[src/rtl/xbh_pkg.sv]
package xbh_pkg;

    typedef enum logic [1:0] {
        ST_IDLE   = 2'd0,
        ST_DRAIN  = 2'd1,
        ST_HELD   = 2'd2,
        ST_RESUME = 2'd3
    } xbh_state_e;

endpackage

[src/rtl/xbh_sync.sv]
module xbh_sync #(
    parameter int STAGES    = 2,
    parameter bit RESET_VAL = 1'b1
) (
    input  logic clk,
    input  logic rst_n,
    input  logic d_async,
    output logic q_sync
);
    localparam int LAST = STAGES - 1;

    logic [LAST:0] chain;

    generate
        if (STAGES == 1) begin : g_single
            always_ff @(posedge clk or negedge rst_n) begin
                if (!rst_n) chain <= RESET_VAL;
                else        chain <= d_async;
            end
        end else begin : g_multi
            always_ff @(posedge clk or negedge rst_n) begin
                if (!rst_n) chain <= {STAGES{RESET_VAL}};
                else        chain <= {chain[LAST-1:0], d_async};
            end
        end
    endgenerate

    assign q_sync = chain[LAST];
endmodule

[src/rtl/xbh_fsm.sv]
module xbh_fsm
    import xbh_pkg::*;
(
    input  logic clk,
    input  logic rst_n,
    input  logic req,
    input  logic busy,
    input  logic pend,
    output logic ack_n,
    output logic drive,
    output logic stall
);
    xbh_state_e state_q, state_d;

    always_comb begin
        state_d = state_q;
        unique case (state_q)
            ST_IDLE:   if (req) state_d = ST_DRAIN;
            ST_DRAIN: begin
                if (!req)               state_d = ST_IDLE;
                else if (!busy && !pend) state_d = ST_HELD;
            end
            ST_HELD:   if (!req) state_d = ST_RESUME;
            ST_RESUME: state_d = ST_IDLE;
            default:   state_d = ST_IDLE;
        endcase
    end

    always_ff @(posedge clk or negedge rst_n) begin
        if (!rst_n) state_q <= ST_IDLE;
        else        state_q <= state_d;
    end

    always_comb begin
        ack_n = 1'b1;
        drive = 1'b1;
        stall = 1'b0;
        unique case (state_q)
            ST_IDLE, ST_DRAIN: begin
                ack_n = 1'b1;
                drive = 1'b1;
                stall = 1'b0;
            end
            ST_HELD: begin
                ack_n = 1'b0;
                drive = 1'b0;
                stall = 1'b1;
            end
            ST_RESUME: begin
                ack_n = 1'b1;
                drive = 1'b1;
                stall = 1'b1;
            end
            default: begin
                ack_n = 1'b1;
                drive = 1'b1;
                stall = 1'b0;
            end
        endcase
    end
endmodule

[src/rtl/xbus_hold_ctrl.sv]
module xbus_hold_ctrl #(
    parameter int SYNC_STAGES = 2,
    parameter int OE_LANES    = 3
) (
    input  logic                clk,
    input  logic                rst_n,
    input  logic                hold_req_n,
    input  logic                hold_dis,
    input  logic                seq_busy,
    input  logic                seq_pend,
    output logic                hold_ack_n,
    output logic [OE_LANES-1:0] bus_oe,
    output logic                seq_stall
);
    logic req_sync_n;
    logic req_live;
    logic drive_en;

    xbh_sync #(
        .STAGES    (SYNC_STAGES),
        .RESET_VAL (1'b1)
    ) u_sync (
        .clk     (clk),
        .rst_n   (rst_n),
        .d_async (hold_req_n),
        .q_sync  (req_sync_n)
    );

    assign req_live = ~req_sync_n & ~hold_dis;

    xbh_fsm u_fsm (
        .clk   (clk),
        .rst_n (rst_n),
        .req   (req_live),
        .busy  (seq_busy),
        .pend  (seq_pend),
        .ack_n (hold_ack_n),
        .drive (drive_en),
        .stall (seq_stall)
    );

    generate
        for (genvar g = 0; g < OE_LANES; g++) begin : g_lane
            assign bus_oe[g] = drive_en;
        end
    endgenerate
endmodule

[config.mk]
export PLATFORM = sky130hd
export DESIGN_NAME = xbus_hold_ctrl
export DESIGN_NICKNAME = d
export VERILOG_FILES = /design/src/rtl/xbh_pkg.sv /design/src/rtl/xbh_sync.sv /design/src/rtl/xbh_fsm.sv /design/src/rtl/xbus_hold_ctrl.sv
export SDC_FILE = /design/constraint.sdc
export NUM_CORES = 1
export LEC_CHECK = 0
export BUFFER_PORTS_ARGS = -buffer_cell sky130_fd_sc_hd__buf_4
export CELL_PAD_IN_SITES_DETAIL_PLACEMENT = 0
export CELL_PAD_IN_SITES_GLOBAL_PLACEMENT = 1
export CORE_AREA = 4 4 41 43
export DETAILED_ROUTE_END_ITERATION = 10
export DIE_AREA = 0 0 45 47
export GPL_TIMING_DRIVEN = 1
export MAX_ROUTING_LAYER = met4
export PLACE_DENSITY_LB_ADDON = 0.2
export SYNTH_ARGS = -nofsm -noshare
export SYNTH_HDL_FRONTEND = slang
export SYNTH_SLANG_ARGS = --single-unit
[constraint.sdc]
create_clock -name clk -period 1 [get_ports clk]
set_input_delay 0.2 -clock clk [delete_from_list [all_inputs] [get_ports clk]]
set_output_delay 0.2 -clock clk [all_outputs]
set_load 0.05 [all_outputs]
==> reports/qor.yml, run 1 <==
synth_xor_area_share_pct: 0
synth_area_sq_um: 183.9
swShare_pct: 29.29
setup_violations: 6
synthAdderAreaFrac_pct: 0
finalInstanceArea_sq_um: 350.3
io_buffers: 10
register_area_sq_um: 102.6
finalCriticalPeriod_ns: 1.213
grt_max_degree: 6
diodes: 0
firstDrtPassIters: 1
clk_pin_slew_ns: 0.04
core_sq_mm: 0.001301
report.final.slew_viol_count: 0
p_int_w: 0.0004026
p_seq_share_pct: 32.5
synth-seq-cells: 4
max-slew-margin-rel_pct: 85.35
violations: "negative setup slack"
p_switching_w: 0.0001667
fmax_mhz: 824.7
synth_top_family_by_area: "buffers and inverters"
synth_compound_area_share_pct: 12.24
ys_types: 11
vias_per_cell: 3.535
grt_first_pass_wirelength_microns: 669
power.total_w: 0.0005693
hpwl_microns: 317.4
powerDensity_mw_per_mm2: 1625
seq_area_frac_synth_pct: 55.78
fp.dieW_microns: 45
dr_total_vias: 152
cts_root_buf: "clkbuf_4"
finish.utilization_pct: 26.92
ir_drop_mv: 0.5565
critPathKind: "flip-flop to output port"
ios: 11
min_from: "hold_req_n"
overflow: 0
start_util_pct: 14.13
clock-sinks: 4
period_share_pct: 121.3
pwr-share-clk_pct: 38.2
areaGrowthSynthToFinish_pct: 90.48
antenna_found_initial: 0
p_comb_share_pct: 29.3
ant_nets: 0
multi_input_area_sq_um: 76.32
die-area_sq_mm: 0.002115
arrival_ns: 1.01
grt_usage_pct: 5.078
synthMuxAreaShare_pct: 0
drt-initial-drc-count: 0
stdcell_count: 43
drive_gt1_share_pct: 75.00
drv_cap: 0
routedWlPerCell_microns: 9.070
rsz0062_at_grt: "true"
cts_buffers: 3
fillCellCount: 150
post_cts_buffers: 0
syn_inst: 15
crit_fanout: 5
placementRows: 13
final_nets: 35
fin_skew_ns: 0.006265
synth_nets: 21
postSynthAreaPerCell_sq_um: 12.26
postPlaceCellArea_sq_um: 274.0
yosys_warnings: 0
synthSimpleGateAreaFrac_pct: 15.65
fin_ws_ns: -0.2125
tritoncts: "yes"
htree_levels: 1
grt_pass1_vias: 171
critPathSlowestCell: "dfrtp_1"
end_kind: "output port"
gp_congestion: 0.5963
status: "finished, violations left"
power_leakage_nw: 0.1687
hold_viol: 0
crit_path_max_incr_delay_ns: 0.39
drt-total-wl_microns: 390
clock_tree.buffer_depth: 2
final_common_cell: "buf_4"
worstPathCellList: "buf_6 > nand2b_4 > buf_6"
max_slew.worst_pin.slew_ns: 0.2190
final_cell_mix: "buf_4, buf_6, clkbuf_4, dfrtp_1, dfstp_2"
cp_common_cell: "buf_6"
place_inst: 38
die_h_microns: 47
hold_class: "primary input to flip-flop"
worstPathRequired_ns: 0.80
start_kind: "flip-flop"
clk_latency_ns: 0.23
drc: 0
[power by group through the flow]
stage          sequential [W]  combinational, W  clock, W
2_1_floorplan        0.000187         0.0000964         0
3_3_place_gp         0.000187          0.000139         0
3_5_place_dp         0.000186          0.000140         0
4_1_cts              0.000185          0.000157  0.000233
5_1_grt              0.000188          0.000176  0.000242
6_report             0.000185          0.000167  0.000217
[cells by family after synthesis]
| logic type | Yosys count |
|---|---|
| AOI/OAI and AO/OA | 2 |
| and+or+nand+nor | 4 |
| DFF | 4 |
| buffers and inverters | 5 |
[stage by stage]
stage | setup TNS, ns | hold slack, ns | setup slack (ns)
CTS | -1.090 | 0.06593 | -0.2276
finish | -1.043 | 0.07698 | -0.2125
detailed placement | -0.05405 | -0.002488 | -0.05405
floorplan | -0.07855 | -0.09559 | -0.02263
global route | -1.386 | 0.06806 | -0.2693
global placement | -0.06769 | -0.004351 | -0.06769
[synth_stat cells]
master    n  area [sq um]
buf_4     3         22.52
dfrtp_1   2         50.05
dfstp_2   2         52.55
clkbuf_1  1         3.750
inv_1     1         3.750
nand2b_1  1         6.260
nor2_1    1         3.750
nor3b_1   1         7.510
o22ai_1   1         6.260
o41ai_2   1         16.27
or3_4     1         11.26
[area by class of cell]
type / instances / area share (%)
repair buffers: 13 / 35.00
flip-flops and latches: 4 / 29.29
multi-input cells: 6 / 21.79
clock buffers: 4 / 7.500
well taps: 15 / 5.357
inverters: 1 / 1.071
[worst max-delay path: cells and delay by family, from the launching register on]
kind / cells / cell delay [ns]
buffers and inverters: 2 / 0.30
flip-flops: 1 / 0.39
AND/OR/NAND/NOR: 1 / 0.10
[repair_timing]
action,4_1_cts,5_1_grt
hold endpoints to repair,4,0
hold buffers,1,0
setup endpoints to repair,6,7
pin swaps,0,2
gates resized for setup,6,2
[routing by layer]
metal / track usage (%) / part of all wire [%] / vias to the layer above
met5: - / 0 / -
met4: 5.263 / 0 / 0
met3: 2.682 / 11 / 0
met2: 7.910 / 60 / 5
met1: 4.138 / 29 / 73
li1: - / - / 74
[worst paths after layout]
kind | endpoint | slack, ns | cells after the start
min | u_sync.chain[0]$_DFF_PN1_ | 0.08 | 1
max in group asynchronous | u_sync.chain[1]$_DFF_PN1_ | 0.51 | 2
min reg2reg | u_sync.chain[1]$_DFF_PN1_ | 0.35 | 0
min in group asynchronous | u_fsm.state_q[0]$_DFFE_PN0P_ | 0.29 | 2
max reg2reg | flip-flop | -0.08 | 2
max | bus_oe[1] | -0.21 | 3
Note: power is estimated with default switching activity, not from simulation.
==> inputs of run 2 (changes only) <==
--- a/config.mk
+++ b/config.mk
@@ -13,7 +13,8 @@
 export DIE_AREA = 0 0 45 47
 export GPL_TIMING_DRIVEN = 1
 export MAX_ROUTING_LAYER = met4
-export PLACE_DENSITY_LB_ADDON = 0.2
+export PLACE_DENSITY = 0.42
 export SYNTH_ARGS = -nofsm -noshare
 export SYNTH_HDL_FRONTEND = slang
 export SYNTH_SLANG_ARGS = --single-unit
+export TNS_END_PERCENT = 30
==> run 2 against run 1 <==
Against the previous run:
- the flow still finishes with violations (negative setup slack)
- utilization shrank 1.1 points
- flip-flop and latch count is the same
- critical path depth unchanged
- fmax decreased by 0.41%
- setup slack got worse by 0.0050 ns
- combinational power down 5%
- design area down 3.9%
- sequential power about the same
- final cell count is the same
- largest power group unchanged
- highest routed layer unchanged
==> reports/qor.yml, run 2 (synthesized netlist as in run 1, its figures left out) <==
final_nets: 35  # unchanged
max-slew-margin-rel_pct: 85.17  # -0.18 points
final_common_cell: "buf_4"
clock_tree.buffer_depth: 2  # unchanged
hold_viol: 0  # unchanged
placementRows: 13  # unchanged
vias_per_cell: 3.628  # +2.6%
ff2ff_setup_slack_ns: -0.05  # +0.03 ns
grt_max_degree: 6  # unchanged
ant_nets: 0  # unchanged
io_buffers: 10  # unchanged
start_util_pct: 14.13  # unchanged
antenna_found_initial: 0  # unchanged
place_inst: 38  # unchanged
clock-sinks: 4  # unchanged
ir_drop_mv: 0.6273  # +13%
cts_buffers: 3  # unchanged
swShare_pct: 28.90  # -0.39 points
postPlaceCellArea_sq_um: 274.0  # unchanged
drt-total-wl_microns: 361  # -7.4%
worstPathRequired_ns: 0.80  # about the same
firstDrtPassIters: 2  # +1
fin_skew_ns: 0.005658  # -0.0006070 ns
die-area_sq_mm: 0.002115  # unchanged
p_switching_w: 0.0001612  # -3.3%
fillCellCount: 145  # -3.3%
place_ws_ns: -0.06078  # -0.006724 ns
power_leakage_nw: 0.1638  # -2.9%
status: "finished, violations left"
p_seq_share_pct: 33.2  # +0.7 points
tritoncts: "yes"
grt_pass1_vias: 135  # -21%
drive_gt1_share_pct: 71.43  # -3.6 points
violations: "negative setup slack"
drc: 0  # unchanged
clk_latency_ns: 0.23  # about the same
report.final.slew_viol_count: 0  # unchanged
period_share_pct: 121.8  # +0.50 points
powerDensity_mw_per_mm2: 1657  # +2.0%
hold_class: "primary input to flip-flop"
end_kind: "output port"
grt_first_pass_wirelength_microns: 503  # -25%
finish.utilization_pct: 25.87  # -1.1 points
cts_root_buf: "clkbuf_4"
rsz0062_at_grt: "true"
fin_ws_ns: -0.2175  # -0.004969 ns
gp_congestion: 0.5519  # -7.4%
critPathKind: "flip-flop to output port"
drt-initial-drc-count: 1  # +1
setup_violations: 6  # unchanged
overflow: 0  # unchanged
crit_fanout: 5  # unchanged
fp.dieW_microns: 45  # unchanged
areaGrowthSynthToFinish_pct: 82.99
min_to: "u_sync.chain[0]$_DFF_PN1_"
clk_pin_slew_ns: 0.04  # about the same
dr_total_vias: 156  # +2.6%
grt_usage_pct: 4.016  # -1.1 points
min_path_cells: 1  # unchanged
finalCriticalPeriod_ns: 1.218  # +0.004969 ns
finalInstanceArea_sq_um: 336.6  # -3.9%
min_from: "hold_req_n"
p_comb_share_pct: 28.5  # -0.8 points
rr_worst_depth: 2  # unchanged
die_h_microns: 47  # unchanged
diodes: 0  # unchanged
p_int_w: 0.0003966  # -1.5%
r2r-start: "u_sync.chain[1]$_DFF_PN1_"
pwr-share-clk_pct: 38.4  # +0.2 points
arrival_ns: 1.02  # about the same
stdcell_count: 43  # unchanged
ios: 11  # unchanged
routedWlPerCell_microns: 8.395  # -7.4%
core_sq_mm: 0.001301  # unchanged
drv_cap: 0  # unchanged
max_slew.worst_pin.slew_ns: 0.2217  # +0.002646 ns
htree_levels: 1  # unchanged
post_cts_buffers: 0  # unchanged
fmax_mhz: 821.4  # -0.41%
final_cell_mix: "buf_4, buf_6, clkbuf_4, dfrtp_1, dfstp_2"
start_kind: "flip-flop"
final.setup.tns_ns: -1.058  # -0.01532 ns
run 2: changes by cell type in the layout (fill, tap and decap cells not counted):
| cell | before | now |
|---|---|---|
| buf_4 | 7 | 8 |
| buf_8 | 1 | 0 |
| o22ai_1 | 0 | 1 |
| o22ai_2 | 1 | 0 |
run 2: timing repair:
action | in CTS | in global routing
hold buffers | 1 | 0
hold endpoints to repair | 4 | 0
gates resized for setup | 4 | 1
endpoints found under the setup margin | 6 | 6
run 2: layout make-up:
cell class	count	area, sq um	area share, %
multi-input combinational	6	70.07	20.82
timing repair buffer	13	115.1	34.20
sequential	4	102.6	30.48
inverter	1	3.754	1.115
tap	15	18.77	5.576
clock buffer	4	26.28	7.807
run 2: per-layer routing:
layer | vias up | part of all wire (%) | wire length (microns) | track usage, %
li1 | 73 | - | - | -
met1 | 75 | 37 | 135 | 3.917
met2 | 8 | 52 | 188 | 4.802
met3 | 0 | 10 | 36 | 1.149
met4 | 0 | 0 | 0 | 7.018
met5 | - | 0 | 0 | -
run 2: through the flow:
stage	total power (W)	hold slack (ns)
CTS	0.0005612	0.07132
detailed placement	0.0003263	-0.003637
global placement	0.0003255	-0.004192
global route	0.0005840	0.07360
finish	0.0005577	0.07965
floorplan	0.0002834	-0.09559
run 2: worst max-delay path by stage:
stage | to | slack [ns] | cells past startpoint | start
2_1_floorplan | bus_oe[0] | -0.02 | 2 | u_fsm.state_q[0]$_DFFE_PN0P_
3_3_place_gp | flip-flop | -0.06 | 2 | u_sync.chain[1]$_DFF_PN1_
3_5_place_dp | flip-flop | -0.06 | 2 | u_sync.chain[1]$_DFF_PN1_
4_1_cts | bus_oe[2] | -0.22 | 3 | flip-flop
5_1_grt | bus_oe[2] | -0.25 | 3 | flip-flop
6_report | bus_oe[2] | -0.22 | 3 | flip-flop
run 2: worst max-delay path, cell delays in order, from the launching register on:
cell and delay [ns]:
dfrtp_1 0.37, buf_4 0.15, nand2b_4 0.10, buf_6 0.16
run 2: power groups by stage:
| stage | Clock [W] | Sequential, W | Combinational, W |
|---|---|---|---|
| after floorplan | 0 | 0.000187 | 0.0000964 |
| after global placement | 0 | 0.000187 | 0.000138 |
| after detailed placement | 0 | 0.000187 | 0.000140 |
| after CTS | 0.000225 | 0.000185 | 0.000152 |
| after global routing | 0.000232 | 0.000186 | 0.000166 |
| final | 0.000214 | 0.000185 | 0.000159 |
